File: src/rtl/vec_u2f_pkg.sv
package vec_u2f_pkg;
  localparam int unsigned LANE_W = 32;
  localparam int unsigned MANT_W = 23;
  localparam int unsigned EXP_W  = 8;
  localparam int unsigned BIAS   = 127;
  localparam int unsigned LZ_W   = $clog2(LANE_W);
  localparam int unsigned DROP_W = LANE_W - 1 - MANT_W;
endpackage

File: src/rtl/u2f_lzc.sv
module u2f_lzc #(
  parameter int unsigned W   = 32,
  localparam int unsigned CW = $clog2(W)
) (
  input  logic [W-1:0]  in_i,
  output logic [CW-1:0] cnt_o,
  output logic          zero_o
);
  always_comb begin
    cnt_o  = '0;
    zero_o = 1'b1;
    for (int i = 0; i < int'(W); i++) begin
      if (in_i[i]) begin
        cnt_o  = CW'(int'(W) - 1 - i);
        zero_o = 1'b0;
      end
    end
  end
endmodule

File: src/rtl/u2f_lane.sv
module u2f_lane
  import vec_u2f_pkg::*;
(
  input  logic [LANE_W-1:0] val_i,
  output logic [LANE_W-1:0] flt_o
);
  localparam int unsigned SW = LANE_W + 1;
  localparam logic [SW-1:0]    RND_C  = SW'((1 << (DROP_W - 1)) - 1);
  localparam logic [EXP_W-1:0] EXP_TOP = EXP_W'(BIAS + LANE_W - 1);
  localparam logic [EXP_W-1:0] EXP_OVF = EXP_W'(BIAS + LANE_W);

  // lower path: normalise, guard/sticky, single rounding
  logic [LZ_W-1:0]   lz;
  logic              is_zero;
  logic [LANE_W-1:0] norm;
  logic [MANT_W-1:0] m_lo;
  logic              guard, sticky, rnd_up;
  logic [MANT_W:0]   m_rnd;
  logic [EXP_W-1:0]  e_lo;
  logic [LANE_W-1:0] res_lo;

  u2f_lzc #(.W(LANE_W)) u_lzc (
    .in_i   (val_i),
    .cnt_o  (lz),
    .zero_o (is_zero)
  );

  always_comb begin
    norm   = val_i << lz;
    m_lo   = norm[LANE_W-2 -: MANT_W];
    guard  = norm[DROP_W-1];
    sticky = |norm[DROP_W-2:0];
    rnd_up = guard & (sticky | m_lo[0]);
    m_rnd  = {1'b0, m_lo} + {{MANT_W{1'b0}}, rnd_up};
    e_lo   = EXP_TOP - EXP_W'(lz) + {{(EXP_W-1){1'b0}}, m_rnd[MANT_W]};
    res_lo = is_zero ? '0 : {1'b0, e_lo, m_rnd[MANT_W-1:0]};
  end

  // upper path: fixed drop of DROP_W bits, round by add
  logic [SW-1:0]     h_sum;
  logic [LANE_W-1:0] res_hi;

  always_comb begin
    h_sum  = {1'b0, val_i} + RND_C + {{LANE_W{1'b0}}, val_i[DROP_W]};
    res_hi = h_sum[LANE_W] ? {1'b0, EXP_OVF, {MANT_W{1'b0}}}
                           : {1'b0, EXP_TOP, h_sum[LANE_W-2 -: MANT_W]};
  end

  assign flt_o = val_i[LANE_W-1] ? res_hi : res_lo;
endmodule

File: src/rtl/vec_u2f_cvt.sv
module vec_u2f_cvt
  import vec_u2f_pkg::*;
#(
  parameter int unsigned LANES = 4,
  localparam int unsigned DW   = LANES * LANE_W
) (
  input  logic          clk_i,
  input  logic          rst_ni,
  input  logic          valid_i,
  input  logic [DW-1:0] data_i,
  output logic          valid_o,
  output logic [DW-1:0] data_o
);
  logic [DW-1:0] cvt;

  for (genvar k = 0; k < int'(LANES); k++) begin : g_lane
    u2f_lane u_lane (
      .val_i (data_i[k*LANE_W +: LANE_W]),
      .flt_o (cvt[k*LANE_W +: LANE_W])
    );
  end

  always_ff @(posedge clk_i or negedge rst_ni) begin
    if (!rst_ni) begin
      valid_o <= 1'b0;
      data_o  <= '0;
    end else begin
      valid_o <= valid_i;
      if (valid_i) data_o <= cvt;
    end
  end
endmodule

File: config.mk
export PLATFORM = sky130hd
export DESIGN_NAME = vec_u2f_cvt
export DESIGN_NICKNAME = d
export VERILOG_FILES = /design/src/rtl/vec_u2f_pkg.sv /design/src/rtl/u2f_lzc.sv /design/src/rtl/u2f_lane.sv /design/src/rtl/vec_u2f_cvt.sv
export SDC_FILE = /design/constraint.sdc
export NUM_CORES = 1
export LEC_CHECK = 0
export BUFFER_PORTS_ARGS = -buffer_cell sky130_fd_sc_hd__buf_2
export CAP_MARGIN = 10
export CORE_MARGIN = 2
export CORE_UTILIZATION = 25
export DETAILED_ROUTE_END_ITERATION = 16
export REMOVE_ABC_BUFFERS = 1
export SLEW_MARGIN = 20
export SYNTH_ARGS = -nofsm -noshare
export SYNTH_HDL_FRONTEND = slang
export SYNTH_SLANG_ARGS = --single-unit
File: constraint.sdc
create_clock -name clk_i -period 2.6 [get_ports clk_i]
set_clock_uncertainty 0.1 [all_clocks]
set_input_delay 0.26 -clock clk_i [delete_from_list [all_inputs] [get_ports clk_i]]
set_output_delay 0.26 -clock clk_i [all_outputs]
set_load 0.01 [all_outputs]
==> flow_metrics.py, run 1 <==
metrics = {
    "logic_synthesis": {
        "yosys.area.top_type_share_pct": 16.0,
        "yosys.area.top_type": "dfrtp_1",
        "async_flop_share_pct": 100,
        "synth_cell_types": 115,
        "netlist_instances": 2731,
        "synth.most_common_cell": "nor2_1",
        "syn_area_um2": 19600,
        "synth_common_cells": "262 x nor2_1, 241 x nand2_1, 200 x a21oi_1",
        "synth_edf_count": 0,
        "synth_ff_type": "dfrtp_1",
        "seq_area_frac_synth_pct": 16.0,
        "synthTopCellsByArea": "dfrtp_1 16%, mux2i_1 8.2%, a21oi_1 5.1%",
        "synth_area_per_cell_um2": 7.16,
        "synth-seq-cells": 125,
        "ys_warn_count": 0,
    },
    "flow_run": {
        "drv_cap": 0,
    },
    "floorplanning": {
        "initial_core_util_pct": 25.3,
        "die_h_um": 284,
        "dieWidth_um": 284,
        "ios": 260,
        "dieArea_um2": 80500,
        "core_area_um2": 77500,
        "rows": 102,
    },
    "final_layout": {
        "final_nets": 4119,
        "drive_gt1_share_pct": 55.5,
        "synthToLayoutAreaGrowth_pct": 85.4,
        "postLayoutCoreUtil_pct": 46.8,
    },
    "outcome": {
        "violations": "negative setup slack",
        "status": "finished with violations",
    },
    "worst_hold_path": {
        "min_path_type": "in -> reg",
        "hold_start": "data_i[22]",
    },
    "critical_path": {
        "startpoint": "data_i[43]",
        "crit_chain": "buf_8 > buf_6 > or3_4 > a221o_1 > a31oi_4 > o211ai_4 > buf_12 > buf_8 > mux2i_4 > mux2i_1 > a221oi_2 > a2111o_1 > or3b_4 > nor2_4 > nand2_1 > or4_4 > ha_4 > ha_4 > nand3_2 > nor2_2 > mux2_4",
        "critPathRequiredTime_ns": 2.88,
        "worst_setup_path_end_kind": "register",
        "cp-start-kind": "primary input",
        "reg2reg_from": "data_o[112]",
        "crit_slowest_cell": "or3b_4",
        "crit_type": "in -> reg",
        "critPathArrivalTime_ns": 4.38,
        "worstPathMaxFanout": 6,
        "slowest_delay_ns": 0.44,
    },
    "placement": {
        "port_buffers": 255,
        "gp_congestion": 0.994,
        "dpl.hpwl_um": 81200,
    },
    "sta": {
        "rsz0062_at_grt": "yes",
        "setup_viol": 124,
        "worst_slack_ns": -1.50,
        "finalCritPeriodShare_pct": 158,
        "period_minus_slack_ns": 4.10,
        "slew_headroom_pct": 55.0,
        "final_max_slew_viol_count": 0,
        "finalSetupTns_ns": -118.36,
        "worst_pin_slew_ns": 0.675,
        "hold_slack_ns": 0.120,
        "max_freq_mhz": 244,
        "hold_violations": 0,
    },
    "power_and_ir_drop": {
        "ir_drop_v": 0.000386,
        "power.total_mw": 11.8,
        "power_leakage_nw": 15.8,
        "power_density_nw_per_um2": 326,
    },
    "drt": {
        "drc_errors": 0,
        "drtPass1Iterations": 6,
        "dr_total_vias": 28300,
        "viasPerCell": 5.62,
        "wl_met3_um": 10300,
        "drt_wl_total_um": 109000,
        "routed-wl-met2_um": 49000,
        "ant_nets": 0,
        "top_layer": "met5",
        "routedWlPerCell_um": 21.7,
        "drtIter0Drc": 2795,
        "wl_met1_um": 43600,
    },
    "clocking": {
        "cts_max_path_buffers": 2,
        "clock_latency_ns": 0.50,
        "cts_tree": "yes",
        "numCtsBuffers": 17,
        "clock-sinks": 125,
        "htreeDepth": 4,
        "path_clk_slew_ns": 0.07,
        "clockRootBuffer": "clkbuf_16",
    },
    "grt": {
        "antenna_found_initial": 11,
        "gr-usage-all-layers_pct": 25.3,
        "grt_pass1_vias": 26900,
        "grt_overflow": 0,
        "grt_start_max_net_pins": 79,
        "grt_pass1_wl_um": 161000,
    },
}
-- logic make-up (layout without fill, tap and decap cells) --
logic type / Yosys count / after routing / synth area share, %
other: 1 / 11 / 0.0192
buffers and inverters: 373 / 1627 / 8.42
adder cells (fa/ha/maj): 12 / 12 / 0.767
multiplexers: 203 / 203 / 11.1
XOR/XNOR: 154 / 154 / 6.89
flip-flops: 125 / 125 / 16.0
AO/OA/AOI/OAI: 852 / 852 / 30.5
AND/OR/NAND/NOR: 1011 / 1012 / 26.4
-- metrics by stage --
step	std cells	instance area [um^2]	worst slack [ns]
after global placement	4794	29000	-2.25
after floorplan	2465	18300	-3.21
final	5036	36300	-1.50
after CTS	4983	34100	-1.42
after global routing	5030	36300	-1.59
after detailed placement	4794	29000	-2.34
-- worst max-delay path: cells and delay by family --
| kind | cells | cell delay, ns |
|---|---|---|
| buf+inv | 4 | 0.49 |
| fa+ha+maj | 2 | 0.35 |
| simple gates | 7 | 1.46 |
| mux | 3 | 0.61 |
| compound gates | 5 | 1.21 |
-- power by group --
| part | total [mW] | switching (mW) | internal (mW) |
|---|---|---|---|
| Sequential | 2.36 | 0.183 | 2.18 |
| Combinational | 6.93 | 3.62 | 3.31 |
| Clock | 2.53 | 1.17 | 1.35 |
| Total | 11.8 | 4.97 | 6.84 |
-- flip-flops by register name, summed over array words and instances (netlist names) --
signal	count
data_o	124
valid_o	1
-- path summary, 6_finish.rpt --
kind / end / slack (ns) / cells past startpoint
worst max-delay path: data_o[61] / -1.50 / 21
worst min-delay path: data_o[14] / 0.12 / 4
worst max register to register: data_o[112] / 1.52 / 3
worst min register to register: data_o[29] / 0.40 / 1
max in group asynchronous: data_o[3] / 1.44 / 3
min in group asynchronous: data_o[23] / 0.18 / 2
-- placed cells by master, fill, tap and decap left out, types with 68 or more instances in the layout --
cell        n
buf_4    1045
buf_2     231
nand2_1   213
nor2_1    206
a21oi_1   165
buf_6     159
dfrtp_1   125
mux2i_1   104
nand3_1   101
o21ai_0    89
inv_1      87
xnor2_1    68
-- area by class of cell --
type | instances | area, um^2
Tap cell | 1040 | 1300
Inverter | 104 | 413
Multi-Input combinational cell | 2237 | 19000
Timing Repair Buffer | 1491 | 11800
Clock inverter | 14 | 135
Antenna cell | 7 | 17.5
Clock buffer | 18 | 439
Sequential cell | 125 | 3130
Fill cell | 7335 | 41200
-- repair_timing --
item / CTS / global route
gates cloned: 7 / 1
setup endpoints to repair: 124 / 124
pin swaps: 287 / 231
hold buffers: 1 / 0
buffers inserted: 154 / 77
gates resized for setup: 674 / 378
endpoints found under the hold margin: 50 / 0
-- per-layer routing --
metal / vias up / GRT usage (%)
li1: 12800 / -
met1: 13500 / 32.3
met3: 400 / 5.73
met4: 4 / 11.9
met2: 1590 / 40.5
met5: - / 0
Power figures use the tool's default switching activity.
==> run 2: changes to the inputs <==
==> constraint.sdc (replaced) <==
create_clock -name clk_i -period 3.4 [get_ports clk_i]
set_clock_uncertainty 0.1 [all_clocks]
set_input_delay 0.34 -clock clk_i [delete_from_list [all_inputs] [get_ports clk_i]]
set_output_delay 0.34 -clock clk_i [all_outputs]
set_load 0.01 [all_outputs]
==> run 2 against run 1 <==
Against the previous run: the flow still finishes with violations (negative setup slack); die area stayed put; clock power down 21%; combinational power fell by 24%; core utilization is 0.090 points lower; non-clock buffer count decreased by 13; design area fell by 0.19%; flip-flop and latch count stayed put; count of clock-buffer cells in the layout increased by 3; critical path depth decreased by 1; register-to-register slack gained 0.72 ns; total power down 23%; wire length about the same.
==> flow_metrics.py, run 2 (synthesis results as in run 1) <==
metrics = {
    "sta": {
        "hold_slack_ns": 0.187,
        "slew_headroom_pct": 46.4,
        "finalCritPeriodShare_pct": 120,
        "worst_pin_slew_ns": 0.805,
        "final_max_slew_viol_count": 0,
        "rsz0062_at_grt": "yes",
        "period_minus_slack_ns": 4.08,
        "max_freq_mhz": 245,
        "hold_violations": 0,
        "setup_viol": 104,
        "worst_slack_ns": -0.684,
        "finalSetupTns_ns": -34.05,
    },
    "floorplanning": {
        "rows": 102,
        "initial_core_util_pct": 25.3,
        "ios": 260,
        "dieArea_um2": 80500,
        "die_h_um": 284,
        "core_area_um2": 77500,
        "dieWidth_um": 284,
    },
    "grt": {
        "grt_start_max_net_pins": 100,
        "gr-usage-all-layers_pct": 25.3,
        "antenna_found_initial": 8,
        "grt_overflow": 0,
        "grt_pass1_wl_um": 161000,
        "grt_pass1_vias": 27100,
    },
    "final_layout": {
        "reg_top3": "data_o (124), valid_o (1)",
        "final_nets": 4107,
        "regMostFlops": "data_o",
        "layout_commonest_cell": "buf_4",
        "layout_common_cells": "1058 x buf_4, 224 x buf_2, 213 x nand2_1, 207 x nor2_1, 155 x a21oi_1",
        "drive_gt1_share_pct": 55.8,
        "layout.cells.non_filler": 5022,
        "multiInputGateArea_um2": 19200,
        "fillers": 7266,
        "largest_register_ffs": 124,
        "seq_area_um2": 3130,
        "synthToLayoutAreaGrowth_pct": 85.1,
    },
    "critical_path": {
        "worst_setup_path_end_kind": "register",
        "crit_slowest_cell": "or4_4",
        "critPathRequiredTime_ns": 3.67,
        "rrSetupSlack_ns": 2.24,
        "crit_type": "in -> reg",
        "cp-start-kind": "primary input",
        "path_buf_inv": 4,
        "worstPathMaxFanout": 7,
        "crit_chain": "buf_8 > or3_1 > a221o_1 > a31oi_4 > o211ai_4 > buf_12 > buf_6 > buf_6 > mux2i_4 > o32ai_2 > a21oi_2 > a21boi_4 > nor3b_4 > nand4_1 > or4_4 > ha_4 > ha_4 > nand3_4 > nor2_4 > mux2_4",
        "path_delay_family": "simple AND/OR/NAND/NOR gates",
        "critPathArrivalTime_ns": 4.36,
        "slowest_delay_ns": 0.56,
    },
    "placement": {
        "placedCellCount": 4775,
        "dpl.hpwl_um": 80600,
        "gp_congestion": 1.00,
        "port_buffers": 255,
    },
    "power_and_ir_drop": {
        "power_leakage_nw": 15.6,
        "power_density_nw_per_um2": 252,
        "power.total_mw": 9.11,
        "ir_drop_v": 0.000274,
    },
    "clocking": {
        "cts_tree": "yes",
        "path_clk_slew_ns": 0.07,
        "clock_latency_ns": 0.48,
        "htreeDepth": 4,
        "numCtsBuffers": 17,
        "clock-sinks": 125,
        "cts_max_path_buffers": 2,
        "clockRootBuffer": "clkbuf_16",
    },
    "outcome": {
        "status": "finished with violations",
        "violations": "negative setup slack",
    },
    "drt": {
        "routedWlPerCell_um": 21.7,
        "drc_errors": 0,
        "ant_nets": 0,
        "drtPass1Iterations": 8,
        "dr_total_vias": 28200,
        "drt_wl_total_um": 109000,
        "drtIter0Drc": 2999,
        "viasPerCell": 5.62,
    },
    "worst_hold_path": {
        "min_path_type": "in -> reg",
    },
    "flow_run": {
        "drv_cap": 0,
    },
}
==> run 2: cell count changes in the layout (fill, tap and decap cells not counted), moves of 9 or more <==
| cell | before | now |
|---|---|---|
| mux2i_1 | 104 | 86 |
| mux2i_2 | 21 | 36 |
| buf_4 | 1045 | 1058 |
| buf_6 | 159 | 148 |
| a21oi_1 | 165 | 155 |
| a21oi_2 | 32 | 41 |
==> run 2: area by class of cell <==
type                    count  share of cell area (%)
clock buffers              21                    1.27
repair buffers           1478                    31.9
inverters                 104                    1.18
well taps                1040                    3.59
clock inverters            11                   0.384
multi-input cells        2238                    53.0
flip-flops and latches    125                    8.64
diodes                      5                  0.0346
==> run 2: worst register-to-register path: cells and delay by family (launching register included) <==
family,cells,cell delay [ns]
simple gates,1,0.18
compound gates,2,0.27
flops,1,0.48
==> run 2: through the flow <==
stage	util, %	cell area, um^2	setup WS, ns
after floorplan	-	18300	-2.49
after global placement	37.1	28700	-1.55
after detailed placement	37.1	28700	-1.59
after CTS	43.6	33800	-0.602
after global routing	46.7	36200	-0.794
final	46.7	36200	-0.684
==> run 2: final timing paths <==
| path | cells past startpoint | start | endpoint |
|---|---|---|---|
| worst max-delay path | 20 | data_i[43] | data_o[61] |
| worst min-delay path | 4 | data_i[22] | data_o[14] |
| worst max register to register | 3 | data_o[112] | data_o[112] |
| worst min register to register | 1 | data_o[28] | data_o[28] |
| max in group asynchronous | 3 | rst_ni | data_o[67] |
| min in group asynchronous | 2 | rst_ni | data_o[9] |
==> run 2: what timing repair did <==
| item | CTS | global route |
|---|---|---|
| hold buffers | 1 | 0 |
| cloned | 5 | 0 |
| endpoints found under the setup margin | 115 | 113 |
| gates resized for setup | 690 | 394 |
| hold endpoints to repair | 69 | 0 |
| setup buffers | 214 | 85 |
| pin swaps | 258 | 219 |
==> run 2: routing by layer <==
layer / GRT usage, % / vias up / share of wire (%)
met2: 39.9 / 1532 / 45
met4: 12.7 / 2 / 5.8
met5: 0 / - / 0.014
met1: 32.2 / 13600 / 40
met3: 6.12 / 368 / 9.3
li1: - / 12700 / -
==> run 2: report_power, final <==
group          internal (mW)  switching [mW]  total [mW]
registers               1.67           0.137        1.80
logic                   2.52            2.78        5.30
clock network           1.18           0.820        2.00
